`src/rtl/mbx_con_pkg.sv`:
```
package mbx_con_pkg;

  localparam logic [31:0] CODE_PING = 32'h1;
  localparam logic [31:0] CODE_LINK = 32'h2;
  localparam logic [31:0] CODE_DROP = 32'h3;
  localparam logic [31:0] CODE_DATA = 32'h5;

  localparam logic [7:0] CH_NL = 8'h0A;
  localparam logic [7:0] CH_CR = 8'h0D;

  typedef enum logic [1:0] {TX_IDLE, TX_WAIT, TX_RING} tx_st_e;
  typedef enum logic [1:0] {HD_IDLE, HD_EXEC, HD_DRAIN} hd_st_e;

  // occupancy after one cycle of push/pop
  function automatic logic [15:0] occ_after(logic [15:0] occ, logic add, logic sub);
    return occ + {15'b0, add} - {15'b0, sub};
  endfunction

  // strictly above the high-water mark: withhold the mailbox
  function automatic logic above_mark(logic [15:0] occ, logic [15:0] depth, logic [15:0] rsv);
    return occ > (depth - rsv);
  endfunction

  // strictly below the mark: release the mailbox
  function automatic logic below_mark(logic [15:0] occ, logic [15:0] depth, logic [15:0] rsv);
    return occ < (depth - rsv);
  endfunction

  // ring pointer advance for any depth
  function automatic logic [15:0] ptr_next(logic [15:0] p, logic [15:0] depth);
    return (p == depth - 16'd1) ? 16'd0 : p + 16'd1;
  endfunction

endpackage

```
`src/rtl/mbx_con_tx.sv`:
```
module mbx_con_tx
  import mbx_con_pkg::*;
#(
  parameter int DATA_W = 8,
  parameter int MBOX_W = 32
) (
  input  logic              clk,
  input  logic              rst_n,
  input  logic              s_valid,
  input  logic [DATA_W-1:0] s_data,
  output logic              s_ready,
  input  logic [MBOX_W-1:0] mbox_q,
  output logic              mbox_we,
  output logic [MBOX_W-1:0] mbox_wd,
  output logic              ring_req,
  input  logic              ring_gnt
);
  localparam int PAD_W = MBOX_W - DATA_W - 1;

  tx_st_e            st;
  logic [DATA_W-1:0] ch;
  logic              cr_pend;
  logic              mbox_free;

  assign mbox_free = (mbox_q == '0);
  assign s_ready   = (st == TX_IDLE);
  assign mbox_we   = (st == TX_WAIT) && mbox_free;
  assign mbox_wd   = {1'b1, {PAD_W{1'b0}}, ch};
  assign ring_req  = (st == TX_RING);

  always_ff @(posedge clk) begin
    if (!rst_n) begin
      st      <= TX_IDLE;
      ch      <= '0;
      cr_pend <= 1'b0;
    end else begin
      unique case (st)
        TX_IDLE: if (s_valid) begin
          ch      <= s_data;
          cr_pend <= (s_data == DATA_W'(CH_NL));
          st      <= TX_WAIT;
        end
        TX_WAIT: if (mbox_free) st <= TX_RING;
        TX_RING: if (ring_gnt) begin
          if (cr_pend) begin
            ch      <= DATA_W'(CH_CR);
            cr_pend <= 1'b0;
            st      <= TX_WAIT;
          end else begin
            st <= TX_IDLE;
          end
        end
        default: st <= TX_IDLE;
      endcase
    end
  end


  tx_one_write_chk: assert property (@(posedge clk) disable iff (!rst_n)
    mbox_we |=> (ring_req && !mbox_we));

  tx_ring_held_chk: assert property (@(posedge clk) disable iff (!rst_n)
    (ring_req && !ring_gnt) |=> ring_req);

endmodule

```
`src/rtl/mbx_con_ring.sv`:
```
module mbx_con_ring
  import mbx_con_pkg::*;
#(
  parameter int DATA_W = 8,
  parameter int DEPTH  = 256,
  parameter int RSV    = 4
) (
  input  logic              clk,
  input  logic              rst_n,
  input  logic              flush,
  input  logic              push,
  input  logic [DATA_W-1:0] push_data,
  input  logic              pop_rdy,
  output logic              out_valid,
  output logic [DATA_W-1:0] out_data,
  output logic              mbox_clr
);
  localparam int AW = (DEPTH > 1) ? $clog2(DEPTH) : 1;
  localparam int CW = $clog2(DEPTH + 1);
  localparam logic [15:0] DEPTH16 = 16'(DEPTH);
  localparam logic [15:0] RSV16   = 16'(RSV);

  logic [DATA_W-1:0] mem [DEPTH];
  logic [AW-1:0]     wr_ptr, rd_ptr;
  logic [CW-1:0]     count, occ_nx;
  logic              held;
  logic              pop_fire, push_ok, set_hold, release_hold;

  assign out_valid    = (count != '0);
  assign out_data     = mem[rd_ptr];
  assign pop_fire     = out_valid && pop_rdy && !flush;
  assign push_ok      = push && !flush && (count < CW'(DEPTH));
  assign occ_nx       = CW'(occ_after(16'(count), push_ok, pop_fire));
  assign set_hold     = push_ok && above_mark(16'(occ_nx), DEPTH16, RSV16);
  assign release_hold = held && pop_fire && !push_ok && below_mark(16'(occ_nx), DEPTH16, RSV16);
  assign mbox_clr     = flush || (push_ok && !set_hold) || release_hold;

  always_ff @(posedge clk) begin
    if (push_ok) mem[wr_ptr] <= push_data;
  end

  always_ff @(posedge clk) begin
    if (!rst_n || flush) begin
      wr_ptr <= '0;
      rd_ptr <= '0;
      count  <= '0;
      held   <= 1'b0;
    end else begin
      if (push_ok)  wr_ptr <= AW'(ptr_next(16'(wr_ptr), DEPTH16));
      if (pop_fire) rd_ptr <= AW'(ptr_next(16'(rd_ptr), DEPTH16));
      count <= occ_nx;
      if (set_hold)          held <= 1'b1;
      else if (release_hold) held <= 1'b0;
    end
  end


  ring_hold_level_chk: assert property (@(posedge clk) disable iff (!rst_n)
    held |-> (count >= CW'(DEPTH - RSV)));

  ring_flush_empty_chk: assert property (@(posedge clk) disable iff (!rst_n)
    flush |=> (!out_valid && !held));

  ring_bound_chk: assert property (@(posedge clk) disable iff (!rst_n)
    count <= CW'(DEPTH));

endmodule

```
`src/rtl/mbx_con_inbound.sv`:
```
module mbx_con_inbound
  import mbx_con_pkg::*;
#(
  parameter int DATA_W = 8,
  parameter int MBOX_W = 32
) (
  input  logic              clk,
  input  logic              rst_n,
  input  logic              db_irq,
  input  logic [MBOX_W-1:0] db_code,
  input  logic [DATA_W-1:0] mbox_byte,
  input  logic              ping_gnt,
  output logic              ping_req,
  output logic              flush,
  output logic              push,
  output logic [DATA_W-1:0] push_data,
  output logic              ack,
  output logic              bad
);
  hd_st_e            st;
  logic [MBOX_W-1:0] code_q;
  logic              in_exec, is_ping, is_link, is_data, is_bad, done;

  assign in_exec   = (st == HD_EXEC);
  assign is_ping   = (code_q == MBOX_W'(CODE_PING));
  assign is_link   = (code_q == MBOX_W'(CODE_LINK));
  assign is_data   = (code_q == MBOX_W'(CODE_DATA));
  assign is_bad    = !(is_ping || is_link || is_data);
  assign done      = in_exec && (!is_ping || ping_gnt);
  assign ping_req  = in_exec && is_ping;
  assign flush     = in_exec && is_link;
  assign push      = in_exec && is_data;
  assign push_data = mbox_byte;
  assign ack       = done;

  always_ff @(posedge clk) begin
    if (!rst_n) begin
      st     <= HD_IDLE;
      code_q <= '0;
      bad    <= 1'b0;
    end else begin
      unique case (st)
        HD_IDLE: if (db_irq) begin
          code_q <= db_code;
          st     <= HD_EXEC;
        end
        HD_EXEC: if (done) begin
          if (is_bad) bad <= 1'b1;
          st <= HD_DRAIN;
        end
        HD_DRAIN: if (!db_irq) st <= HD_IDLE;
        default: st <= HD_IDLE;
      endcase
    end
  end


  in_single_ack_chk: assert property (@(posedge clk) disable iff (!rst_n)
    ack |=> !ack);

  in_link_acked_chk: assert property (@(posedge clk) disable iff (!rst_n)
    flush |-> ack);

  in_bad_sticky_chk: assert property (@(posedge clk) disable iff (!rst_n)
    bad |=> bad);

endmodule

```
`src/rtl/mbx_con_endpoint.sv`:
```
module mbx_con_endpoint
  import mbx_con_pkg::*;
#(
  parameter int DATA_W = 8,
  parameter int MBOX_W = 32,
  parameter int DEPTH  = 256,
  parameter int RSV    = 4
) (
  input  logic              clk,
  input  logic              rst_n,
  input  logic              tx_valid,
  input  logic [DATA_W-1:0] tx_data,
  output logic              tx_ready,
  output logic              rx_valid,
  output logic [DATA_W-1:0] rx_data,
  input  logic              rx_ready,
  input  logic              disc_req,
  output logic              link_up,
  output logic              bad_code,
  input  logic [MBOX_W-1:0] tx_mbox_q,
  output logic              tx_mbox_we,
  output logic [MBOX_W-1:0] tx_mbox_wd,
  input  logic [DATA_W-1:0] rx_mbox_byte,
  output logic              rx_mbox_clr,
  input  logic              db_irq,
  input  logic [MBOX_W-1:0] ib_db_q,
  output logic              ib_db_we,
  output logic [MBOX_W-1:0] ib_db_wd,
  output logic              ob_db_we,
  output logic [MBOX_W-1:0] ob_db_code
);
  // internal events brought out for the checks
  logic              data_ring_req, data_ring_gnt;
  logic              ping_req, ping_gnt;
  logic              drop_pend, drop_gnt;
  logic              ring_flush, ring_push;
  logic [DATA_W-1:0] ring_push_data;

  mbx_con_tx #(.DATA_W(DATA_W), .MBOX_W(MBOX_W)) u_tx (
    .clk      (clk),
    .rst_n    (rst_n),
    .s_valid  (tx_valid),
    .s_data   (tx_data),
    .s_ready  (tx_ready),
    .mbox_q   (tx_mbox_q),
    .mbox_we  (tx_mbox_we),
    .mbox_wd  (tx_mbox_wd),
    .ring_req (data_ring_req),
    .ring_gnt (data_ring_gnt)
  );

  mbx_con_inbound #(.DATA_W(DATA_W), .MBOX_W(MBOX_W)) u_in (
    .clk       (clk),
    .rst_n     (rst_n),
    .db_irq    (db_irq),
    .db_code   (ib_db_q),
    .mbox_byte (rx_mbox_byte),
    .ping_gnt  (ping_gnt),
    .ping_req  (ping_req),
    .flush     (ring_flush),
    .push      (ring_push),
    .push_data (ring_push_data),
    .ack       (ib_db_we),
    .bad       (bad_code)
  );

  mbx_con_ring #(.DATA_W(DATA_W), .DEPTH(DEPTH), .RSV(RSV)) u_ring (
    .clk       (clk),
    .rst_n     (rst_n),
    .flush     (ring_flush),
    .push      (ring_push),
    .push_data (ring_push_data),
    .pop_rdy   (rx_ready),
    .out_valid (rx_valid),
    .out_data  (rx_data),
    .mbox_clr  (rx_mbox_clr)
  );

  assign ib_db_wd = '1;

  // outbound doorbell arbitration: echo, then disconnect, then data
  assign ping_gnt      = ping_req;
  assign drop_gnt      = drop_pend && !ping_req;
  assign data_ring_gnt = data_ring_req && !ping_req && !drop_pend;
  assign ob_db_we      = ping_gnt || drop_gnt || data_ring_gnt;

  always_comb begin
    ob_db_code = '0;
    if (ping_gnt)           ob_db_code = MBOX_W'(CODE_PING);
    else if (drop_gnt)      ob_db_code = MBOX_W'(CODE_DROP);
    else if (data_ring_gnt) ob_db_code = MBOX_W'(CODE_DATA);
  end

  always_ff @(posedge clk) begin
    if (!rst_n) begin
      drop_pend <= 1'b0;
      link_up   <= 1'b0;
    end else begin
      if (disc_req)      drop_pend <= 1'b1;
      else if (drop_gnt) drop_pend <= 1'b0;
      if (ring_flush)    link_up <= 1'b1;
      else if (disc_req) link_up <= 1'b0;
    end
  end


  ob_single_grant_chk: assert property (@(posedge clk) disable iff (!rst_n)
    $onehot0({ping_gnt, drop_gnt, data_ring_gnt}));

  ob_drop_held_chk: assert property (@(posedge clk) disable iff (!rst_n)
    (drop_pend && !drop_gnt && !disc_req) |=> drop_pend);

  ob_code_legal_chk: assert property (@(posedge clk) disable iff (!rst_n)
    ob_db_we |-> (ob_db_code == MBOX_W'(CODE_PING) || ob_db_code == MBOX_W'(CODE_DROP)
                  || ob_db_code == MBOX_W'(CODE_DATA)));

  ob_echo_with_ack_chk: assert property (@(posedge clk) disable iff (!rst_n)
    ping_gnt |-> ib_db_we);

endmodule

```
`config.mk`:
```
export PLATFORM = sky130hd
export DESIGN_NAME = mbx_con_endpoint
export DESIGN_NICKNAME = d
export VERILOG_FILES = /design/src/rtl/mbx_con_pkg.sv /design/src/rtl/mbx_con_tx.sv /design/src/rtl/mbx_con_ring.sv /design/src/rtl/mbx_con_inbound.sv /design/src/rtl/mbx_con_endpoint.sv
export SDC_FILE = /design/constraint.sdc
export NUM_CORES = 2
export LEC_CHECK = 0
export CAP_MARGIN = 40
export CORE_MARGIN = 3
export CORE_UTILIZATION = 38
export CTS_CLUSTER_SIZE = 30
export DETAILED_ROUTE_END_ITERATION = 7
export DONT_BUFFER_PORTS = 1
export GPL_TIMING_DRIVEN = 0
export PLACE_DENSITY = 0.63
export SLEW_MARGIN = 20
export SYNTH_ARGS = -nofsm -noshare
export SYNTH_HDL_FRONTEND = slang
export SYNTH_SLANG_ARGS = --single-unit
```
`constraint.sdc`:
```
create_clock -name clk -period 7.45 [get_ports clk]
set_clock_uncertainty 0.15 [all_clocks]
set_input_delay 1.1175 -clock clk [delete_from_list [all_inputs] [get_ports clk]]
set_output_delay 1.1175 -clock clk [all_outputs]
set_load 0.01 [all_outputs]
```
==> Yosys cells after proc, flatten, opt, wreduce, memory -nomap -nowiden <==
Memory sizes are Yosys's and may differ from the RTL's. A register that Yosys moved wholly into a read port is not among the register bits.
Index checks and enable logic that the tools add are counted.
W data, S select, Z words.
{ "op_classes": {"mux": 31, "bitwise_logic": 1, "n_reduce_logical": 46, "add_sub_neg": 4, "n_eq_ne": 17, "magnitude_cmp": 3} }
{ "op_table": {"columns": ["operator", "n"], "rows": [
  ["$mux W8", 7],
  ["$eq A32 B1 Y1 const B", 1],
  ["$eq A32 B2 Y1 const B", 1],
  ["$eq A32 B3 Y1 const B", 1],
  ["$logic_not A32 Y1", 1],
  ["$logic_and A1 B1 Y1", 17],
  ["$add A8 B1 Y8 const B", 2],
  ["$eq A8 B8 Y1 const B", 2],
  ["$pmux W8 S2", 1],
  ["$mux W2", 6],
  ["$pmux W2 S3", 2],
  ["$reduce_and A3 Y1", 4],
  ["$mux W1", 11],
  ["$add A9 B1 Y9", 1],
  ["$gt A9 B8 Y1 const B", 1],
  ["$lt A9 B8 Y1 const B", 1],
  ["$lt A9 B9 Y1 const B", 1],
  ["$mux W3", 3],
  ["$reduce_bool A9 Y1", 1],
  ["$sub A9 B1 Y9", 1],
  ["$eq A8 B4 Y1 const B", 1],
  ["$logic_or A1 B1 Y1", 8],
  ["$ne A2 B2 Y1 const B", 4],
  ["$reduce_bool A2 Y1", 4],
  ["other kinds (9)", 20]
]} }
{ "word_totals": {"regBits": 74, "elab_cells": 115, "ramBits": 2048, "memories": 1} }
{ "memory_table": {"columns": ["memory", "words", "word_bits", "read_ports", "rd_clocked_by_memory_dff", "write_ports", "line", "rtl"], "rows": [
  ["u_ring.mem", 256, 8, 1, 1, 1, "mbx_con_ring.sv:23", "logic [DATA_W-1:0] mem [DEPTH];"]
]} }

==> Logic depth before layout (Yosys ltp) <==
{ "depth": {"depth_word": 13, "mapped_depth": 19, "mapped_depth_nobuf": 18} }

==> Hierarchy <==
From an unflattened synthesis, not the netlist that was laid out.
{ "hier_totals": {"cells_unflattened": 4159, "area_unflattened_um2": 83349.9} }
{ "by_module_without_submodules": {"columns": ["mod", "instances", "cells_per_inst", "seq_area_each_um2", "area_per_inst_um2"], "rows": [
  ["mbx_con_ring", 1, 3812, 62179.6, 80524.7],
  ["mbx_con_inbound", 1, 179, 700.7, 1507.7],
  ["mbx_con_tx", 1, 94, 220.2, 753.2],
  ["mbx_con_endpoint", 1, 74, 40.0, 564.3]
]} }

==> Worst setup path after synthesis <==
No wires, ideal clock.
{ "synth_timing": {"path_type": "reg-to-output", "startpoint": "reg u_in.code_q[4]", "endpoint": "out rx_mbox_clr", "n_path_buf": 2, "path_stages_with_launch": 19, "setup_slack_ns": 1.764, "arrival_ns": 4.419, "cell_sequence": "dfxtp_1 or4_4 or4_4 or4_4 buf_6 nor2b_4 buf_6 ha_1 inv_1 ha_1 inv_1 fa_1 nor2b_1 o311ai_0 a21o_1 a221oi_1 xnor2_1 o211ai_1 o211ai_1"} }
{ "synth_via": {"elab_chain_len": 13} }
{ "synth_rtl": {"columns": ["item", "line", "rtl"], "rows": [
  ["start, declared", "mbx_con_inbound.sv:21", "logic [MBOX_W-1:0] code_q;"],
  ["start signal, assigned", "mbx_con_inbound.sv:44", "code_q <= db_code;"],
  ["$eq A32 B2 Y1", "mbx_con_inbound.sv:26", "assign is_link = (code_q == MBOX_W'(CODE_LINK));"],
  ["$logic_and A1 B1 Y1", "mbx_con_inbound.sv:31", "assign flush = in_exec && is_link;"],
  ["$logic_not A1 Y1", "mbx_con_ring.sv:31, mbx_con_ring.sv:32", null],
  ["$logic_and A1 B1 Y1 (2 in series)", "mbx_con_ring.sv:32", "assign push_ok = push && !flush && (count < CW'(DEPTH));"],
  ["$add A9 B1 Y9", "mbx_con_pkg.sv:16", "return occ + {15'b0, add} - {15'b0, sub};"],
  ["$sub A9 B1 Y9", "mbx_con_pkg.sv:16", null],
  ["$gt A9 B8 Y1", "mbx_con_pkg.sv:21", "return occ > (depth - rsv);"],
  ["$logic_and A1 B1 Y1", "mbx_con_ring.sv:34", "assign set_hold = push_ok && above_mark(16'(occ_nx), DEPTH16, RSV16);"],
  ["$logic_not A1 Y1", "mbx_con_ring.sv:36", "assign mbox_clr = flush || (push_ok && !set_hold) || release_hold;"],
  ["$logic_and A1 B1 Y1", "mbx_con_ring.sv:36", null],
  ["$logic_or A1 B1 Y1", "mbx_con_ring.sv:36", null],
  ["$logic_or A1 B1 Y1 (*)", "mbx_con_ring.sv:36", null],
  ["end, declared", "mbx_con_endpoint.sv:24", "output logic rx_mbox_clr,"]
]} }
Mark *: on every way between the ends. The rest lies on a longest branch, timed or not.

==> flow_summary.toml <==
[clock_tree]
tritoncts = "yes"
path_clk_slew_ns = 0.06
cts_sinks = 2130
cts_max_level = 4
clockRootBuffer = "clkbuf_16"
clk_path_buf_depth = 3
post_cts_buffers = 0
numCtsBuffers = 208
holdBufCountCts = 0
insertion_delay_ns = 0.83
cts_resized = 0

[routing]
drc = 0
wirelength_um = 239000
drt_iter0_markers = 6840
avgRoutedWirePerCell_um = 31.6
num_vias = 44100
dr.pass1.iters = 6
via_per_inst = 5.82
ant_nets = 0

[grt]
grt_busiest_layer = "met2"
gr-total-overflow = 0
use_met3 = 0.0565
grt_pass1_wl_um = 331000
grt_max_degree = 257
grt_usage = 0.210
antenna_found_initial = 5
gr-usage-met2 = 0.318
grt_pass1_vias = 42900
grt_util_met1 = 0.287

[floorplanning]
io_pins = 198
core_um2 = 216000
die_w_um = 473
dieArea_um2 = 224000
row_count = 170
initial_core_util = 0.384
die_height_um = 473

[cells_and_area]
drive_gt1_frac = 0.248
layout_commonest_cell = "edfxtp_1"
nets = 4664
final_cell_mix = "2048 x edfxtp_1, 486 x mux4_2, 323 x nor2_1"
finalInstanceArea_um2 = 94600
area_growth_syn_to_layout_pct = 14.2
register_area_um2 = 63100
n_fill_cell = 18400
finalCoreUtilization = 0.439
multiInputGateArea_um2 = 18300

[critical_path]
reg2reg_to = "u_ring.held"
cp.arrival_ns = 5.85
cp-start-kind = "register"
required_ns = 6.18
crit_fanout = 10
reg2reg_slack_ns = 2.53
r2r-start = "u_in.code_q[4]"
worstSetupPathType = "reg2out"
r2r_cells = 18
cp-end-kind = "output port"

[power_and_ir_drop]
p_leak_uw = 0.0291
vdd_drop_max_v = 0.000251
p_per_area_nw_per_um2 = 285

[timing]
hold_viol = 0
final_max_slew_viol_count = 0
rsz0062_at_grt = "false"
max_freq_mhz = 141
final.setup.tns_ns = 0
setup-violations-final = 0
tightestPinTransition_ns = 1.03
min_period_ns = 7.11
final.period_utilization = 0.955
maxSlewHeadroom = 0.311

[worst_hold_path]
hold_path_depth = 2
min_to = "drop_pend"
min_from = "disc_req"
hold_class = "in2reg"

[logic_synthesis]
netlist_area_um2 = 82900
synthDistinctLibCells = 69
yosys_warnings = 0
syn_inst = 4127
synth_seq_area_share = 0.762
yosys_most_used_dff = "edfxtp_1"
async_reset_ff_frac = 0
ys_seq_elements = 2130
syn_avg_cell_area_um2 = 20.1
synth-edff-count = 2048

[run]
maxCapViolCount = 0

[placed_design]
gp_congestion = 0.888
placed_area_um2 = 87500
hpwl_um = 154000
io_buffers = 0

[outcome]
status = "finished clean"
## logic make-up (layout without fill, tap and decap cells)
| kind of cell | Yosys count | count (layout) | synth area share |
|---|---|---|---|
| AOI/OAI and AO/OA | 389 | 389 | 0.0334 |
| adders and majority gates | 18 | 18 | 0.00281 |
| DFF | 2130 | 2130 | 0.762 |
| and+or+nand+nor | 665 | 665 | 0.0364 |
| muxes | 562 | 562 | 0.141 |
| other | 2 | 89 | 0.0000906 |
| buffers and inverters | 343 | 860 | 0.0221 |
| xor gates and xnor gates | 18 | 18 | 0.00190 |
## through the flow
stage | worst slack, ns | instances | power [uW] | hold WS (ns)
final | 0.336 | 7569 | 27000 | 0.295
after global placement | 0.111 | 7048 | 16900 | 0.301
after CTS | 0.358 | 7500 | 27100 | 0.232
after detailed placement | 1.26 | 7123 | 17000 | 0.308
after floorplan | 1.76 | 4210 | 15700 | 0.293
after global routing | 0.0859 | 7567 | 27700 | 0.248
## report_power, final
part | internal, uW | leakage (uW) | switching (uW)
sequential | 13200 | 0.0191 | 32.9
combinational | 1500 | 0.00683 | 2050
clock | 5700 | 0.00321 | 4560
## worst max path at each step
stage              startpoint           to
5_1_grt        u_in.code_q[4]  rx_mbox_clr
3_5_place_dp   u_in.code_q[4]  rx_mbox_clr
3_3_place_gp         register   rx_data[1]
2_1_floorplan  u_in.code_q[4]  rx_mbox_clr
4_1_cts        u_in.code_q[4]  rx_mbox_clr
6_report             register   rx_data[5]
## cells in the mapped netlist (18+ instances only)
| cell type | instances | area (um2) |
|---|---|---|
| inv_1 | 24 | 90.1 |
| dfxtp_1 | 82 | 1640 |
| a21boi_0 | 36 | 270 |
| a221oi_1 | 18 | 158 |
| a22o_1 | 23 | 201 |
| edfxtp_1 | 2048 | 61500 |
| nand2_1 | 153 | 574 |
| nor4_1 | 19 | 119 |
| buf_4 | 114 | 856 |
| buf_2 | 83 | 415 |
| mux2i_1 | 65 | 651 |
| a22oi_1 | 75 | 563 |
| nor3_1 | 23 | 115 |
| nor2b_1 | 18 | 113 |
| mux4_2 | 486 | 10900 |
| clkbuf_1 | 107 | 402 |
| o22ai_1 | 123 | 769 |
| nand3_1 | 28 | 140 |
| nand4_1 | 28 | 175 |
| a211oi_1 | 26 | 195 |
| nor2_1 | 323 | 1210 |
| a21oi_1 | 33 | 165 |
## routing by layer
metal	share of wire	vias up
li1	-	17700
met1	0.39	23100
met2	0.45	2777
met3	0.11	475
met4	0.047	0
met5	0	-
## flip-flops by register name, indices dropped and copies added, names as in the netlist, 2 cells and up, named ones only
signal	count
u_ring.count	9
u_in.st	2
u_tx.ch	8
u_ring.wr_ptr	8
u_in.code_q	32
u_ring.mem	2048
u_tx.st	2
u_ring.rd_ptr	8
## worst max-delay path, stage by stage, from the launching register on
cell and delay (ns):
dfxtp_1 0.67, buf_2 0.48, inv_1 0.37, nor2_1 0.55
clkbuf_1 0.51, clkbuf_1 0.59, a22oi_1 0.21, a21oi_1 0.60
nand3_1 0.16, a221oi_1 0.85
## cell type report
class,count,share of cell area
Antenna cell,4,0.000106
Clock inverter,103,0.0102
Sequential cell,2130,0.667
Multi-Input combinational cell,1737,0.193
Tap cell,2838,0.0375
Clock buffer,274,0.0593
Buffer,319,0.0186
Timing Repair Buffer,140,0.0128
Inverter,24,0.000952
Note: power is estimated with default switching activity, not from simulation.
